### src/rtl/xmem_pkg.sv
package xmem_pkg;

    localparam int unsigned XM_DATA_W  = 8;
    localparam int unsigned XM_ADDR_W  = 16;
    localparam int unsigned XM_HI_W    = XM_ADDR_W - XM_DATA_W;
    localparam int unsigned XM_WAIT_W  = 2;
    localparam int unsigned XM_MAXWAIT = 2;
    localparam int unsigned XM_CNT_W   = $clog2(XM_MAXWAIT + 1);

    typedef enum logic [2:0] {
        PH_IDLE,
        PH_T1,
        PH_T2,
        PH_WAIT,
        PH_T3,
        PH_HOLD,
        PH_T4
    } xm_phase_e;

    typedef struct packed {
        logic                 write;
        logic                 next_ram;
        logic [XM_ADDR_W-1:0] addr;
        logic [XM_DATA_W-1:0] wdata;
        logic [XM_CNT_W-1:0]  nwait;
        logic                 hold;
    } xm_access_t;

    // number of strobe-stretching cycles for a wait code
    function automatic logic [XM_CNT_W-1:0] xm_wait_cycles(input logic [XM_WAIT_W-1:0] code);
        case (code)
            2'b00:   return XM_CNT_W'(0);
            2'b01:   return XM_CNT_W'(1);
            default: return XM_CNT_W'(XM_MAXWAIT);
        endcase
    endfunction

    // the top code also adds an address-hold cycle after the strobe
    function automatic logic xm_has_hold(input logic [XM_WAIT_W-1:0] code);
        return code == '1;
    endfunction

    function automatic logic xm_strobe_phase(input xm_phase_e p);
        return (p == PH_T2) || (p == PH_WAIT) || (p == PH_T3);
    endfunction

endpackage

### src/rtl/xmem_sector_sel.sv
module xmem_sector_sel
    import xmem_pkg::*;
(
    input  logic [XM_HI_W-1:0]   addr_hi,
    input  logic [XM_HI_W-1:0]   boundary,
    input  logic [XM_WAIT_W-1:0] wait_lo,
    input  logic [XM_WAIT_W-1:0] wait_hi,
    output logic [XM_WAIT_W-1:0] wait_code
);
    logic upper;

    always_comb begin
        upper     = (addr_hi >= boundary);
        wait_code = upper ? wait_hi : wait_lo;
    end
endmodule

### src/rtl/xmem_seq.sv
module xmem_seq
    import xmem_pkg::*;
(
    input  logic                 clk,
    input  logic                 rst,
    input  logic                 req_valid,
    input  logic                 req_write,
    input  logic                 req_next_ram,
    input  logic [XM_ADDR_W-1:0] req_addr,
    input  logic [XM_DATA_W-1:0] req_wdata,
    input  logic [XM_WAIT_W-1:0] wait_code,
    output xm_phase_e            phase,
    output logic                 acc_write,
    output logic                 acc_next_ram,
    output logic [XM_ADDR_W-1:0] acc_addr,
    output logic [XM_DATA_W-1:0] acc_wdata
);
    xm_access_t acc;

    always_ff @(posedge clk) begin
        if (rst) begin
            phase <= PH_IDLE;
            acc   <= '0;
        end else begin
            case (phase)
                PH_IDLE: begin
                    if (req_valid) begin
                        acc.write    <= req_write;
                        acc.next_ram <= req_next_ram;
                        acc.addr     <= req_addr;
                        acc.wdata    <= req_wdata;
                        acc.nwait    <= xm_wait_cycles(wait_code);
                        acc.hold     <= xm_has_hold(wait_code);
                        phase        <= PH_T1;
                    end
                end
                PH_T1:   phase <= PH_T2;
                PH_T2:   phase <= (acc.nwait != '0) ? PH_WAIT : PH_T3;
                PH_WAIT: begin
                    acc.nwait <= acc.nwait - XM_CNT_W'(1);
                    if (acc.nwait == XM_CNT_W'(1)) phase <= PH_T3;
                end
                PH_T3:   phase <= acc.hold ? PH_HOLD : PH_T4;
                PH_HOLD: phase <= PH_T4;
                PH_T4:   phase <= PH_IDLE;
                default: phase <= PH_IDLE;
            endcase
        end
    end

    always_comb begin
        acc_write    = acc.write;
        acc_next_ram = acc.next_ram;
        acc_addr     = acc.addr;
        acc_wdata    = acc.wdata;
    end
endmodule

### src/rtl/xmem_bus_drv.sv
module xmem_bus_drv
    import xmem_pkg::*;
(
    input  logic                 clk,
    input  logic                 rst,
    input  xm_phase_e            phase,
    input  logic                 acc_write,
    input  logic                 acc_next_ram,
    input  logic [XM_ADDR_W-1:0] acc_addr,
    input  logic [XM_DATA_W-1:0] acc_wdata,
    input  logic                 keeper,
    input  logic [XM_DATA_W-1:0] ad_in,
    output logic                 busy,
    output logic                 done,
    output logic [XM_DATA_W-1:0] rdata,
    output logic [XM_DATA_W-1:0] ad_out,
    output logic                 ad_oe,
    output logic [XM_HI_W-1:0]   a_hi,
    output logic                 ale,
    output logic                 rd_n,
    output logic                 wr_n
);
    logic [XM_DATA_W-1:0] held;
    logic                 strobe;
    logic                 wr_drive;

    always_comb begin
        strobe   = xm_strobe_phase(phase);
        wr_drive = acc_write && (strobe || phase == PH_HOLD || phase == PH_T4);
        busy     = (phase != PH_IDLE);
        done     = (phase == PH_T4);
        ale      = (phase == PH_T1) || ((phase == PH_T4) && acc_next_ram);
        rd_n     = !(strobe && !acc_write);
        wr_n     = !(strobe && acc_write);
        ad_oe    = (phase == PH_T1) || wr_drive || ((phase == PH_IDLE) && keeper);
        if (phase == PH_T1)
            ad_out = acc_addr[XM_DATA_W-1:0];
        else if (wr_drive)
            ad_out = acc_wdata;
        else
            ad_out = held;
        a_hi = acc_addr[XM_ADDR_W-1:XM_DATA_W];
    end

    // keeper value follows whatever last sat on the shared port
    always_ff @(posedge clk) begin
        if (rst) begin
            held  <= '0;
            rdata <= '0;
        end else begin
            case (phase)
                PH_T1: held <= acc_addr[XM_DATA_W-1:0];
                PH_T2: if (acc_write) held <= acc_wdata;
                PH_T3: if (!acc_write) begin
                    held  <= ad_in;
                    rdata <= ad_in;
                end
                default: ;
            endcase
        end
    end
endmodule

### src/rtl/xmem_bus_ctrl.sv
module xmem_bus_ctrl
    import xmem_pkg::*;
(
    input  logic                 clk,
    input  logic                 rst,
    input  logic                 req_valid,
    input  logic                 req_write,
    input  logic                 req_next_ram,
    input  logic [XM_ADDR_W-1:0] req_addr,
    input  logic [XM_DATA_W-1:0] req_wdata,
    input  logic [XM_HI_W-1:0]   cfg_boundary,
    input  logic [XM_WAIT_W-1:0] cfg_wait_lo,
    input  logic [XM_WAIT_W-1:0] cfg_wait_hi,
    input  logic                 cfg_keeper,
    output logic                 busy,
    output logic                 done,
    output logic [XM_DATA_W-1:0] rdata,
    output logic [XM_DATA_W-1:0] ad_out,
    output logic                 ad_oe,
    input  logic [XM_DATA_W-1:0] ad_in,
    output logic [XM_HI_W-1:0]   a_hi,
    output logic                 ale,
    output logic                 rd_n,
    output logic                 wr_n
);
    logic [XM_WAIT_W-1:0] wait_code;
    xm_phase_e            phase;
    logic                 acc_write;
    logic                 acc_next_ram;
    logic [XM_ADDR_W-1:0] acc_addr;
    logic [XM_DATA_W-1:0] acc_wdata;

    xmem_sector_sel i_sector (
        .addr_hi   (req_addr[XM_ADDR_W-1:XM_DATA_W]),
        .boundary  (cfg_boundary),
        .wait_lo   (cfg_wait_lo),
        .wait_hi   (cfg_wait_hi),
        .wait_code (wait_code)
    );

    xmem_seq i_seq (
        .clk          (clk),
        .rst          (rst),
        .req_valid    (req_valid),
        .req_write    (req_write),
        .req_next_ram (req_next_ram),
        .req_addr     (req_addr),
        .req_wdata    (req_wdata),
        .wait_code    (wait_code),
        .phase        (phase),
        .acc_write    (acc_write),
        .acc_next_ram (acc_next_ram),
        .acc_addr     (acc_addr),
        .acc_wdata    (acc_wdata)
    );

    xmem_bus_drv i_drv (
        .clk          (clk),
        .rst          (rst),
        .phase        (phase),
        .acc_write    (acc_write),
        .acc_next_ram (acc_next_ram),
        .acc_addr     (acc_addr),
        .acc_wdata    (acc_wdata),
        .keeper       (cfg_keeper),
        .ad_in        (ad_in),
        .busy         (busy),
        .done         (done),
        .rdata        (rdata),
        .ad_out       (ad_out),
        .ad_oe        (ad_oe),
        .a_hi         (a_hi),
        .ale          (ale),
        .rd_n         (rd_n),
        .wr_n         (wr_n)
    );
endmodule

### config.mk
export PLATFORM = sky130hd
export DESIGN_NAME = xmem_bus_ctrl
export DESIGN_NICKNAME = d
export VERILOG_FILES = /design/src/rtl/xmem_pkg.sv /design/src/rtl/xmem_sector_sel.sv /design/src/rtl/xmem_seq.sv /design/src/rtl/xmem_bus_drv.sv /design/src/rtl/xmem_bus_ctrl.sv
export SDC_FILE = /design/constraint.sdc
export NUM_CORES = 1
export LEC_CHECK = 0
export BUFFER_PORTS_ARGS = -buffer_cell sky130_fd_sc_hd__buf_2
export CAP_MARGIN = 25
export CORE_AREA = 2 2 79 81
export CTS_CLUSTER_SIZE = 16
export DETAILED_ROUTE_END_ITERATION = 7
export DIE_AREA = 0 0 81 83
export PLACE_DENSITY = 0.76
export SYNTH_ARGS = -nofsm -noshare
export SYNTH_HDL_FRONTEND = slang
export SYNTH_SLANG_ARGS = --single-unit
### constraint.sdc
create_clock -name clk -period 1.56 [get_ports clk]
set_input_delay 0.156 -clock clk [delete_from_list [all_inputs] [get_ports clk]]
set_output_delay 0.156 -clock clk [all_outputs]
set_load 0.005 [all_outputs]
Word level (Yosys, flattened, before mapping)
Index checks and enable logic that the tools add are counted.

word-level totals
  logic and storage cells = 65
  bits of input ports = 50
  output and inout port bits = 30
  bits in registers = 48

cells by class
  add/subtract/negate cells = 1
  order comparisons = 1
  multiplexer cells = 14
  bitwise logic cells = 1
  eq/ne operators = 13
  reduce and logical (&&, ||, !) cells = 26

operator list
  operator                                                             count
  8-bit 2-to-1 mux                                                     4
  8-bit one-hot mux with 3 select lines                                1
  3-bit one-hot mux with 6 select lines                                1
  3-bit 2-to-1 mux                                                     4
  3-bit == test (second input constant)                                3
  8-bit greater-or-equal comparator                                    1
  2-bit inequality test (second input constant)                        4
  2-bit one-hot mux with 2 select lines                                2
  2-bit AND reduction                                                  4
  1-bit logical OR                                                     7
  3-bit by 2-bit == test with 1-bit output (second input constant)     2
  3-bit nonzero test                                                   2
  1-bit logical AND                                                    5
  2-bit by 1-bit == test with 1-bit output (second input constant)     2
  2-bit 2-to-1 mux                                                     2
  2-bit nonzero test                                                   2
  3-bit by 1-bit == test with 1-bit output (second input constant)     1
  1-bit zero test                                                      3
  3-bit zero test                                                      1
  3-bit AND reduction                                                  1
  2-bit == test (second input constant)                                1
  2-bit zero test                                                      1
  2-bit by 1-bit subtractor with 2-bit output (second input constant)  1
  1-bit inverter                                                       1

Logic depth before layout (Yosys ltp)
  depth in word-level cells = 8
  gate-level depth with buffers = 7

Cells and area by module
From an unflattened synthesis, not the netlist that was laid out.

second synthesis, totals
  cells, all modules = 382
  area total of the unflattened synthesis = 2974.1 µm²

modules (own cells, without submodules)
  module           area an instance (µm²)  times used  cells an instance
  xmem_seq         1451.4                  1           179
  xmem_bus_drv     1296.2                  1           175
  xmem_sector_sel  226.5                   1           28

Worst setup path before layout
No wires, ideal clock.

  path type = input to register
  start point = input cfg_boundary[2]
  end point = register i_seq.acc[1] (netlist bit)
  arrival = 1.547 ns
  setup slack = -0.109 ns
  setup time = 0.123 ns
  stages on the path = 7
  data required time = 1.437 ns
  buffers on the path = 0
  cell sequence = inv_1 ha_1 and3_1 o21ai_0 a311oi_1 or2_2 a311o_2

on the way
  word-level cells in the longest chain between the ends = 6
  elaborated cells on any way between the ends = 7

RTL lines
  item                                                                                line                   RTL
  start: declaration                                                                  xmem_bus_ctrl.sv:11    input logic [XM_HI_W-1:0] cfg_boundary,
  8-bit greater-or-equal comparator *                                                 xmem_sector_sel.sv:13  upper = (addr_hi >= boundary);
  2-bit 2-to-1 mux *                                                                  xmem_sector_sel.sv:14  wait_code = upper ? wait_hi : wait_lo;
  2-bit by 1-bit == test with 1-bit output / 2-bit zero test (equally long branches)  xmem_pkg.sv:31         case (code)
  2-bit one-hot mux with 2 select lines *                                             xmem_pkg.sv:31
  3-bit 2-to-1 mux *                                                                  xmem_seq.sv:27         if (req_valid) begin
  2-bit one-hot mux with 2 select lines *                                             xmem_seq.sv:25         case (phase)
  end: declaration                                                                    xmem_seq.sv:18         xm_access_t acc;

Every way passes the cells marked *; elsewhere a longest branch is shown, timed or not. The select of a mux whose other input is x is not followed.
A chain may end at the register's enable or synchronous reset.

Worst setup path in the final report
  start point = register i_seq.phase[1]
  end point = output ad_oe

on the way
  word-level cells in the longest chain between the ends = 8
  elaborated cells on any way between the ends = 15

RTL lines
  item                                      line                 RTL
  start: declaration                        xmem_seq.sv:12       output xm_phase_e phase,
  start signal: assignment                  xmem_seq.sv:38       PH_T2: phase <= (acc.nwait != '0) ? PH_WAIT : PH_T3;
  start signal: assignment                  xmem_seq.sv:43       PH_T3: phase <= acc.hold ? PH_HOLD : PH_T4;
  3-bit by 2-bit == test with 1-bit output  xmem_pkg.sv:44       return (p == PH_T2) || (p == PH_WAIT) || (p == PH_T3);
  1-bit logical OR (2 in a row)             xmem_pkg.sv:44
  1-bit logical OR (2 in a row)             xmem_bus_drv.sv:29   wr_drive = acc_write && (strobe || phase == PH_HOLD || phase == PH_T4);
  1-bit logical AND                         xmem_bus_drv.sv:29
  1-bit logical OR                          xmem_bus_drv.sv:35   ad_oe = (phase == PH_T1) || wr_drive || ((phase == PH_IDLE) && keeper);
  1-bit logical OR *                        xmem_bus_drv.sv:35
  end: declaration                          xmem_bus_ctrl.sv:19  output logic ad_oe,

Every way passes the cells marked *; elsewhere a longest branch is shown, timed or not.

==> impl_metrics.env <==
export IMPL_rr_startpoint="i_seq.phase[1]$_SDFFE_PP0P_"
export IMPL_p_per_area_nw_per_um2=1850
export IMPL_drt_iter0_drc=137
export IMPL_critPathSlowestCell="dfxtp_4"
export IMPL_cts_clk_slew_worst_paths_ps=100
export IMPL_nNetsFinal=502
export IMPL_mostFrequentLayoutCell="buf_2"
export IMPL_rr_worst_depth=6
export IMPL_ys_ff_latch=48
export IMPL_clock_root_buffer="clkbuf_8"
export IMPL_slew_headroom=0.685
export IMPL_ys_flop_type="dfxtp_1"
export IMPL_yosys_area_top_type="dfxtp_1"
export IMPL_cts_buffers=5
export IMPL_hold_violations=0
export IMPL_antenna_cells=0
export IMPL_status="finished, violations left"
export IMPL_synth_fp_nets=413
export IMPL_mostFrequentLayoutCells="buf_2 (79), nand2_1 (72), dfxtp_1 (45), a21oi_1 (31), o21ai_0 (20)"
export IMPL_h_tree_depth=2
export IMPL_crit_chain="buf_6, buf_6, or3_4, nor2_4, a221oi_2, buf_2"
export IMPL_drive_gt1_frac=0.395
export IMPL_numClockSinks=48
export IMPL_critPathKind="register to primary output"
export IMPL_cp_required_ps=1400
export IMPL_gr_total_overflow=0
export IMPL_ios=80
export IMPL_ys_seq_area_frac=0.362
export IMPL_worst_pin_slew_ps=472
export IMPL_drv_cap=0
export IMPL_violations="negative setup slack"
export IMPL_netSwitchingFraction=0.401
export IMPL_netlist_instances=353
export IMPL_yosysTopAreaCellShare=0.362
export IMPL_ant_nets=0
export IMPL_cts_hold_buf=0
export IMPL_grt_setup_unrepaired="yes"
export IMPL_rrSetupSlack_ps=-30
export IMPL_wl_um=7400
export IMPL_detailed_place_hpwl_um=5150
export IMPL_cp_arrival_ps=1580
export IMPL_slowest_delay_ps=370
export IMPL_pre_cts_ws_ps=-219
export IMPL_grt_max_degree=40
export IMPL_clkLatencyLatePin_ps=310
export IMPL_whs_endpoint="i_seq.acc_addr[6]$_SDFFE_PP0P_"
export IMPL_hold_depth=3
export IMPL_crit_path_max_fanout=5
export IMPL_synth_distinct_cells=40
export IMPL_grt_total_usage=0.219
export IMPL_end_kind="primary output"
export IMPL_hold_path_class="input port to register"
export IMPL_fill_cells=530
export IMPL_switchingPower_mw=2.71
export IMPL_combPwrFrac=0.560
export IMPL_pwr_share_clk=0.162
export IMPL_clockBufferDepth=2
export IMPL_r2r_end="i_seq.acc[1]$_SDFFE_PP0P_"
export IMPL_p_leak_nw=1.60
export IMPL_syn_area_sq_um=2660
export IMPL_fin_crit_ps=1740
export IMPL_rows=28
export IMPL_area_growth_pct=37.6
export IMPL_yosys_warnings=0
export IMPL_avgSynthCellArea_sq_um=7.52
export IMPL_finalInstanceArea_sq_um=3650
export IMPL_drc=0
export IMPL_drv_slew=0
export IMPL_fin_crit_sh=1.12
export IMPL_internal_power_mw=4.05
export IMPL_wl_per_cell_um=14.3
export IMPL_grt_first_pass_wirelength_um=11900
export IMPL_finalSetupViolations=20
export IMPL_power_frac_seq=0.277
export IMPL_dieHeight_um=83
export IMPL_ir_worst_vdd_uv=766
export IMPL_synth_area_leaders="dfxtp_1 (36%), nand2_1 (12%), a21oi_1 (8.5%)"
export IMPL_vias=2753
export IMPL_die_w_um=81
export IMPL_cts_tree="yes"
export IMPL_fmax_ghz=0.575
export IMPL_synth_edff_count=0
export IMPL_viasPerCell=5.31
export IMPL_async_flop_share=0
export IMPL_dieArea_sq_um=6720
export IMPL_grt_pass1_vias=2602
export IMPL_drtPass1Iterations=4
export IMPL_start_kind="register"
export IMPL_core_sq_um=5820
export IMPL_total_power_mw=6.75
export IMPL_place_area_sq_um=3200
export IMPL_post_route_util=0.628
export IMPL_port_buffers=79
export IMPL_gp_congestion=0.821
export IMPL_antenna_found_initial=0
export IMPL_cp_common_cell="buf_6"
export IMPL_final_setup_worst_slack_ps=-180
export IMPL_crit_start="i_seq.phase[1]$_SDFFE_PP0P_"
export IMPL_hp_start="req_addr[6]"
export IMPL_finClkSkew_ps=13.8
export IMPL_initial_core_util=0.457
[power groups by stage]
stage / clock [mW] / sequential, mW / combinational, mW
floorplan: 0 / 1.77 / 2.10
global placement: 0 / 1.84 / 2.99
detailed placement: 0 / 1.86 / 3.06
CTS: 1.11 / 1.84 / 3.22
global route: 1.17 / 1.91 / 4.18
finish: 1.10 / 1.87 / 3.78
[what timing repair did]
action,in CTS,in global routing
resized for setup,15,59
buffers inserted,1,5
gates cloned,1,2
pin swaps,2,18
setup endpoints to repair,33,50
[cell usage after synthesis (2+ instances only)]
library cell	count
and3_1	2
dfxtp_1	48
clkbuf_1	12
buf_4	11
buf_6	2
nor2_1	16
o22ai_1	8
o221ai_1	8
ha_1	10
nor3_1	7
a311oi_1	2
mux2i_1	8
nand3_1	3
a21oi_1	45
buf_2	6
inv_1	14
nand2b_1	2
o211ai_1	2
o21ai_0	28
buf_1	2
a211oi_1	9
nand2_1	82
or3_1	2
or2_2	3
nor2b_1	6
[kinds of logic (layout without fill, tap and decap cells)]
family | count (synthesis) | count (layout) | synth area share
buffers and inverters | 47 | 137 | 0.0905
and+or+nand+nor | 131 | 131 | 0.225
muxes | 8 | 8 | 0.0302
DFF | 48 | 48 | 0.362
AOI/OAI and AO/OA | 109 | 109 | 0.246
adders and majority gates | 10 | 10 | 0.0471
[critical path: cells and delay by family (launching register included)]
kind	cells	cell delay, ps
compound gates	1	50
buf+inv	3	370
flops	1	370
simple gates	2	490
[flip-flops by register name, summed over array words and instances (netlist names)]
| signal | cells |
|---|---|
| i_drv.held | 8 |
| i_seq.acc_write | 1 |
| i_seq.acc_wdata | 8 |
| i_seq.acc | 3 |
| i_seq.phase | 3 |
| i_seq.acc_addr | 16 |
| i_drv.rdata | 8 |
| i_seq.acc_next_ram | 1 |
[worst max path at each step]
stage | slack (ps) | to
floorplan | -20 | i_seq.acc[1]$_SDFFE_PP0P_
global placement | -150 | i_seq.acc[1]$_SDFFE_PP0P_
detailed placement | -220 | i_seq.acc[0]$_SDFFE_PP0P_
CTS | -160 | ad_out[3]
global route | -240 | ad_oe
finish | -180 | ad_oe
[routing by layer]
layer / vias to the layer above / global-route usage / share of wire
met5: - / 0 / 0
met4: 0 / 0.0478 / 0.0088
met3: 6 / 0.0467 / 0.066
met2: 99 / 0.352 / 0.48
met1: 1259 / 0.299 / 0.44
li1: 1389 / - / -
[final cells by class]
cell class | instances | area (sq um) | area share
multi-input combinational | 258 | 1630 | 0.447
clock buffer | 5 | 68.8 | 0.0188
timing repair buffer | 115 | 768 | 0.210
sequential | 48 | 970 | 0.265
tap | 75 | 93.8 | 0.0257
clock inverter | 3 | 68.8 | 0.0188
inverter | 14 | 52.6 | 0.0144
[through the flow]
| step | hold WS, ps | std cells | TNS, ps |
|---|---|---|---|
| floorplan | 292 | 353 | -20.0 |
| global placement | 399 | 502 | -405 |
| detailed placement | 404 | 502 | -765 |
| CTS | 68.7 | 512 | -1500 |
| global route | 68.8 | 518 | -3980 |
| finish | 65.7 | 518 | -1500 |
Power figures use the tool's default switching activity.
